==> config.mk <==
export PLATFORM = sky130hd
export DESIGN_NAME = fault_shutdown_ctrl
export DESIGN_NICKNAME = d
export VERILOG_FILES = /design/src/rtl/fsc_pkg.sv /design/src/rtl/fsc_rise.sv /design/src/rtl/fsc_sticky.sv /design/src/rtl/fsc_pulse.sv /design/src/rtl/fault_shutdown_ctrl.sv
export SDC_FILE = /design/constraint.sdc
export NUM_CORES = 1
export LEC_CHECK = 0
export BUFFER_PORTS_ARGS = -buffer_cell sky130_fd_sc_hd__buf_2
export CORE_MARGIN = 2
export CORE_UTILIZATION = 54
export DETAILED_ROUTE_END_ITERATION = 8
export PLACE_DENSITY_LB_ADDON = 0.1
export SLEW_MARGIN = 25
export SYNTH_ARGS = -nofsm -noshare
export SYNTH_HDL_FRONTEND = slang
export SYNTH_SLANG_ARGS = --single-unit
==> constraint.sdc <==
create_clock -name clk -period 3.7 [get_ports clk]
set_input_delay 0.185 -clock clk [delete_from_list [all_inputs] [get_ports clk]]
set_output_delay 0.185 -clock clk [all_outputs]
set_load 0.1 [all_outputs]
==> src/rtl/fsc_pkg.sv <==
package fsc_pkg;
  typedef enum logic [2:0] {
    TM_FULL        = 3'b000,
    TM_MOTOR_QUIET = 3'b001,
    TM_MOTOR_PULSE = 3'b010
  } therm_mode_e;
endpackage

==> src/rtl/fsc_rise.sv <==
module fsc_rise (
  input  logic clk,
  input  logic rst_n,
  input  logic din,
  output logic rise
);
  logic q_q, q_d;

  always_comb q_d = din;

  always_ff @(posedge clk or negedge rst_n) begin
    if (!rst_n) q_q <= 1'b1;
    else        q_q <= q_d;
  end

  assign rise = din & ~q_q;
endmodule

==> src/rtl/fsc_sticky.sv <==
module fsc_sticky #(
  parameter int W = 1
) (
  input  logic         clk,
  input  logic         rst_n,
  input  logic [W-1:0] set,
  input  logic [W-1:0] clr,
  output logic [W-1:0] q
);
  logic [W-1:0] q_q, q_d;

  // set wins over a release arriving in the same cycle
  always_comb q_d = (q_q & ~clr) | set;

  always_ff @(posedge clk or negedge rst_n) begin
    if (!rst_n) q_q <= '0;
    else        q_q <= q_d;
  end

  assign q = q_q;

  for (genvar i = 0; i < W; i++) begin : g_chk
    assert_sticky_set_R2: assert property (@(posedge clk) disable iff (!rst_n)
      set[i] |=> q_q[i]);
  end
endmodule

==> src/rtl/fsc_pulse.sv <==
module fsc_pulse #(
  parameter int PULSE_CYC = 256000
) (
  input  logic clk,
  input  logic rst_n,
  input  logic trig,
  output logic active
);
  localparam int CW = $clog2(PULSE_CYC + 1);

  logic [CW-1:0] cnt_q, cnt_d;
  logic          busy;

  assign busy = (cnt_q != '0);

  always_comb begin
    cnt_d = cnt_q;
    if (busy)      cnt_d = cnt_q - CW'(1);
    else if (trig) cnt_d = CW'(PULSE_CYC);
  end

  always_ff @(posedge clk or negedge rst_n) begin
    if (!rst_n) cnt_q <= '0;
    else        cnt_q <= cnt_d;
  end

  assign active = busy;

  assert_pulse_no_extend_R4: assert property (@(posedge clk) disable iff (!rst_n)
    (busy && trig) |=> (cnt_q == $past(cnt_q) - CW'(1)));
endmodule

==> src/rtl/fault_shutdown_ctrl.sv <==
module fault_shutdown_ctrl #(
  parameter int NCH       = 3,
  parameter int PULSE_CYC = 256000
) (
  input  logic           clk,
  input  logic           rst_n,
  input  logic           sleep_n,
  input  logic           supply_low,
  input  logic           par_mode,
  input  logic [NCH-1:0] sel_shut,
  input  logic [2:0]     therm_mode,
  input  logic [NCH-1:0] reg_fault,
  input  logic           motor_oc,
  input  logic           therm_fault,
  output logic [NCH-1:0] reg_off,
  output logic           motor_off,
  output logic           reset_n
);
  import fsc_pkg::*;

  localparam int PAR_IDX = NCH - 1;

  logic [NCH-1:0] eff_sel, chan_set, chan_q;
  logic           sleep_rise, glob_set, glob_q;
  logic           th_quiet, th_pulse, th_full;
  logic           mot_set, mot_clr, mot_q;
  logic           pulse_trig, pulse_on;

  always_comb begin
    eff_sel = sel_shut;
    if (par_mode) eff_sel[PAR_IDX] = 1'b0;
  end

  assign th_quiet   = (therm_mode == TM_MOTOR_QUIET);
  assign th_pulse   = (therm_mode == TM_MOTOR_PULSE);
  assign th_full    = ~th_quiet & ~th_pulse;

  assign chan_set   = reg_fault & eff_sel;
  assign glob_set   = (|(reg_fault & ~eff_sel)) | (therm_fault & th_full);
  assign mot_set    = motor_oc | (therm_fault & ~th_full);
  assign mot_clr    = sleep_rise | supply_low;
  assign pulse_trig = motor_oc | (therm_fault & th_pulse);

  fsc_rise u_rise (
    .clk  (clk),
    .rst_n(rst_n),
    .din  (sleep_n),
    .rise (sleep_rise)
  );

  fsc_sticky #(.W(NCH)) u_chan (
    .clk  (clk),
    .rst_n(rst_n),
    .set  (chan_set),
    .clr  ({NCH{sleep_rise}}),
    .q    (chan_q)
  );

  fsc_sticky #(.W(1)) u_glob (
    .clk  (clk),
    .rst_n(rst_n),
    .set  (glob_set),
    .clr  (1'b0),
    .q    (glob_q)
  );

  fsc_sticky #(.W(1)) u_mot (
    .clk  (clk),
    .rst_n(rst_n),
    .set  (mot_set),
    .clr  (mot_clr),
    .q    (mot_q)
  );

  fsc_pulse #(.PULSE_CYC(PULSE_CYC)) u_pulse (
    .clk   (clk),
    .rst_n (rst_n),
    .trig  (pulse_trig),
    .active(pulse_on)
  );

  assign reg_off   = {NCH{glob_q}} | chan_q;
  assign motor_off = glob_q | mot_q;
  assign reset_n   = ~(glob_q | pulse_on);

  assert_global_hold_R2: assert property (@(posedge clk) disable iff (!rst_n)
    glob_q |=> (glob_q && !reset_n && (&reg_off) && motor_off));

  assert_motor_oc_R3: assert property (@(posedge clk) disable iff (!rst_n)
    motor_oc |=> (motor_off && !reset_n));

  assert_select_local_R6: assert property (@(posedge clk) disable iff (!rst_n)
    ((|(reg_fault & eff_sel)) && !(|(reg_fault & ~eff_sel)) && !glob_q
      && !therm_fault && !motor_oc && !pulse_on) |=> reset_n);

  assert_therm_quiet_R9: assert property (@(posedge clk) disable iff (!rst_n)
    (therm_fault && th_quiet && reg_fault == '0 && !motor_oc && !glob_q && !pulse_on)
      |=> (reset_n && motor_off));

  assert_par_c_R11: assert property (@(posedge clk) disable iff (!rst_n)
    (par_mode && reg_fault[PAR_IDX]) |=> ((&reg_off) && !reset_n));
endmodule

* Yosys cells after proc, flatten, opt, wreduce, memory -nomap -nowiden
Index checks and enable logic that the tools add are counted.
** Word-level totals
- Register bits :: 24
- Output and inout bits :: 5
- Logic and storage cells :: 41
** Operators by class
- Add/subtract/negate cells :: 1
- Equal/unequal tests :: 2
- Muxes and demuxes :: 3
- Bitwise logic cells :: 27
- Reduce and logical (&&, ||, !) cells :: 3
** Operators with widths (count)
- $mux W18 :: 2
- $reduce_bool A18 Y1 :: 1
- $sub A18 B1 Y18 const B :: 1
- $and A3 B3 Y3 :: 3
- $or A1 B1 Y1 :: 8
- $and A1 B1 Y1 :: 6
- $not A1 Y1 :: 6
- $not A3 Y3 :: 2
- $or A3 B3 Y3 :: 2
- $eq A3 B1 Y1 const B :: 1
- $eq A3 B2 Y1 const B :: 1
- $reduce_or A3 Y1 :: 1
- $reduce_bool A2 Y1 :: 1
- $mux W1 :: 1

* Longest topological paths before layout
- Word-level depth :: 7
- Gate-level depth with buffers :: 7
- Depth with buffers taken out :: 6

* Modules after synthesis
A second synthesis with hierarchy kept.
** Unflattened totals
- Cell total of the unflattened synthesis :: 135
- Area total of the unflattened synthesis :: 1393.8 um2
** By module, submodules not included
- fsc_pulse :: times used 1, cells each 96, area each 1041.0 um2, sequential area each 450.4 um2
- fault_shutdown_ctrl :: times used 1, cells each 22, area each 131.4 um2, sequential area each 0.0 um2
- fsc_sticky at u_chan :: times used 1, cells each 9, area each 108.9 um2, sequential area each 75.1 um2
- fsc_sticky at u_glob ... :: times used 2, cells each 3, area each 36.3 um2, sequential area each 25.0 um2
- fsc_rise :: times used 1, cells each 2, area each 40.0 um2, sequential area each 26.3 um2

* Worst setup path before layout
OpenSTA, ideal clock, no wires.
- Path type :: reg-to-output
- Start point :: register u_pulse.cnt_q[0]
- End point :: output port reset_n
- Data arrival time :: 2.802 ns
- Required time :: 3.515 ns
- Path slack :: 0.713 ns
- Cell stages (with the launch flop) :: 8
- Cells stage by stage :: dfrtp_1 -> inv_1 -> ha_1 -> nor4b_4 -> nand4_4 -> or2_0 -> buf_2 -> nor2_1
** On the way
- Word-level cells in the longest chain between the ends :: 3
** Ends and longest elaborated chain
- start, declared :: line fsc_pulse.sv:11 : logic [CW-1:0] cnt_q, cnt_d;
- start signal, assigned :: line fsc_pulse.sv:24 : else cnt_q <= cnt_d;
- $reduce_bool A18 Y1 :: line fsc_pulse.sv:14 : assign busy = (cnt_q != '0);
- $or A1 B1 Y1 :: line fault_shutdown_ctrl.sv:84 : assign reset_n = ~(glob_q | pulse_on);
- $not A1 Y1 :: line fault_shutdown_ctrl.sv:84
- end, declared :: line fault_shutdown_ctrl.sv:17 : output logic reset_n
Every way passes these cells.

* Worst setup path in the final report
Same ends and word-level chain as after synthesis.

==> out/qor.csv <==
stage,metric,value,unit
timing,worstMarginPinSlew,538.8,ps
worst_setup_path,crit_cells,7,
clock_tree,cts.sinks,24,
power_and_ir_drop,peakVddDrop,301.6,uV
cells_and_area,drive_gt1_share,28.99,%
global_route,grt_overflow_total,0,
min_path,min_from,sel_shut[1],
worst_setup_path,cp.required,3510,ps
logic_synthesis,ys_seq_area_share,49.08,%
min_path,min_path_type,in2reg,
worst_setup_path,critPathKind,reg2out,
logic_synthesis,synthFlopType,dfrtp_1,
timing,finalSetupTns,0,ps
clock_tree,clk_pin_slew_worst_paths,140,ps
power_and_ir_drop,powerDensity,467.4,nW/um2
logic_synthesis,synthCells,113,
clock_tree,cts_tree,done,
worst_setup_path,r2r_end,u_pulse.cnt_q[0],
floorplan,die_x,51.65,um
cells_and_area,final_net_count,156,
timing,hold_viol,0,
worst_setup_path,worstPathMaxFanout,7,
cells_and_area,antenna_cells,0,
timing,period_minus_slack,2764,ps
route,drc,0,
clock_tree,worstSkewPairLatency,320,ps
route,viasPerCell,5.500,
power_and_ir_drop,power.leakage,0.5617,nW
global_route,grt_pass1_wl,3795,um
worst_setup_path,cp.buffers_inverters,2,
worst_setup_path,critical-path-max-stage-delay,440,ps
worst_setup_path,critical_path_arrival,2580,ps
placement,port_buffers,20,
logic_synthesis,synth-edff-count,0,
worst_setup_path,critPathTopFamily,simple AND/OR/NAND/NOR gates,
cells_and_area,final_common_cell,dfrtp_1,
clock_tree,cts-root-buf,clkbuf_4,
logic_synthesis,synth.area.top_cells,"dfrtp_1 (47%), xnor2_1 (5.0%), nor2_1 (4.3%)",
worst_setup_path,critical_path.startpoint_type,flop,
timing,fin_ws,936.5,ps
global_route,grt_use_total,19.55,%
timing,slew_violations,0,
floorplan,core,2170,um2
clock_tree,cts_buffer_depth,2,
min_path,hold_depth,2,
logic_synthesis,ys_async_sr_fraction,100.0,%
job,cap_violations,0,
min_path,hold_end,u_chan.q[1],
timing,rsz0062_at_grt,no,
route,finalWirelength,2217,um
placement,dpl.hpwl,1666,um
logic_synthesis,ys_warn_count,0,
floorplan,rows,17,
floorplan,dieArea,2668,um2
timing,setup_violations,0,
global_route,first_global_vias,886,
timing,fin_crit_sh,74.69,%
route,route.vias.total,913,
global_route,grt_max_degree,25,
cells_and_area,syn2layout_area_growth,16.53,%
worst_setup_path,path_cells,inv_1 > ha_1 > nor4b_4 > nand4_4 > or2_0 > nor2_1 > buf_2,
route,antenna_left,0,
clock_tree,h-tree-depth,1,
route,drt_pre_antenna_iters,4,
cells_and_area,final_cell_mix,"dfrtp_1 (23), buf_2 (20), nor2_1 (14)",
logic_synthesis,syn_area,1226,um2
outcome,status,"finished, final reports clean",
logic_synthesis,synth_cell_types,42,
logic_synthesis,yosys.area.top_type,dfrtp_1,
route,drt-wirelength-per-cell,13.36,um
clock_tree,ctsResizeCount,0,
worst_setup_path,crit_slowest_cell,dfrtp_1,
clock_tree,cts_inserted_buffers,3,
floorplan,io_pins,21,
timing,worst_clock_skew,12.32,ps
floorplan,die_y,51.65,um
route,drtIter0Drc,8,
logic_synthesis,avgSynthCellArea,10.85,um2
timing,relSlewSlack,63.59,%
worst_setup_path,reg2regPathDepth,6,
placement,pre_cts_slack,1283,ps
placement,place.gp.congestion,0.7841,
cells_and_area,final_core_util,65.86,%
logic_synthesis,syn_nets,130,
worst_setup_path,reg2reg_from,u_pulse.cnt_q[0],
worst_setup_path,reg2reg_slack,1580,ps
global_route,antenna_found_initial,0,
worst_setup_path,crit_path_end_kind,output pin,
floorplan,initial_utilization,56.52,%
timing,timing.fmax,361.9,MHz
logic_synthesis,synth-seq-cells,24,
logic_synthesis,synth_top_area_share,46.94,%
==> how the worst max path moves through the flow <==
stage / from / to / slack (ps)
floorplan: u_pulse.cnt_q[0] / reset_n / 710
global placement: u_pulse.cnt_q[0] / reset_n / 1310
detailed placement: u_pulse.cnt_q[0] / reset_n / 1280
CTS: u_pulse.cnt_q[0] / reset_n / 910
global route: u_pulse.cnt_q[0] / reset_n / 710
finish: u_pulse.cnt_q[0] / reset_n / 940
==> cell families after synthesis <==
family | synth area share, %
simple gates | 26.84
flops | 49.08
compound gates | 12.04
xor+xnor | 7.857
buf+inv | 2.244
mux | 0.9183
fa+ha+maj | 1.020
==> flip-flops by register name (all words and copies together) (netlist names) <==
name,flops
u_glob.q,1
u_pulse.cnt_q,18
u_mot.q,1
u_rise.q_q,1
u_chan.q,3
==> layer usage <==
metal / GRT usage (%) / wire, um / vias to the layer above
met3: 2.586 / 74 / 4
li1: - / - / 460
met1: 26.48 / 1065 / 432
met5: 0 / 0 / -
met2: 31.20 / 1044 / 17
met4: 9.211 / 32 / 0
==> final cells by class <==
| type | count | area [um2] |
|---|---|---|
| flip-flops and latches | 24 | 601.8 |
| clock inverters | 1 | 30.03 |
| fillers | 191 | 740.7 |
| multi-input cells | 82 | 596.8 |
| well taps | 28 | 35.03 |
| inverters | 6 | 22.52 |
| clock buffers | 3 | 22.52 |
| repair buffers | 22 | 120.1 |
==> report_power, final <==
part	leakage, nW	internal [mW]	switching, mW
logic	0.271	0.0528	0.0420
clock network	0.0279	0.110	0.0790
registers	0.262	0.310	0.0740
==> synthesized netlist by cell type, types with 2 or more instances <==
cell type   n
o21ai_0     5
or4_1       2
inv_1       6
xnor2_1     7
dfrtp_1    23
nor2_1     14
or2_2       5
nor3_2      2
o31ai_1     2
or3_1       2
a21oi_1     5
a31oi_1     2
nand3_1     2
a22o_1      2
nor4_1      3
xor2_1      4
nor2b_1     2
==> per-stage QoR <==
stage               hold WS, ps  cell area, um2  total power [mW]  cells
finish                    90.20            1429            0.6678    166
global route              84.76            1429            0.7064    166
CTS                       78.72            1429            0.6755    166
detailed placement        195.8            1356            0.4846    160
global placement          191.5            1356            0.4773    160
floorplan                -110.6            1226            0.4403    113
==> repair_timing <==
item,CTS,global route
endpoints found under the setup margin,0,0
hold buffers,2,0
setup buffers,0,0
hold endpoints to repair,24,0
No activity file was read; power rests on OpenSTA's default activity.
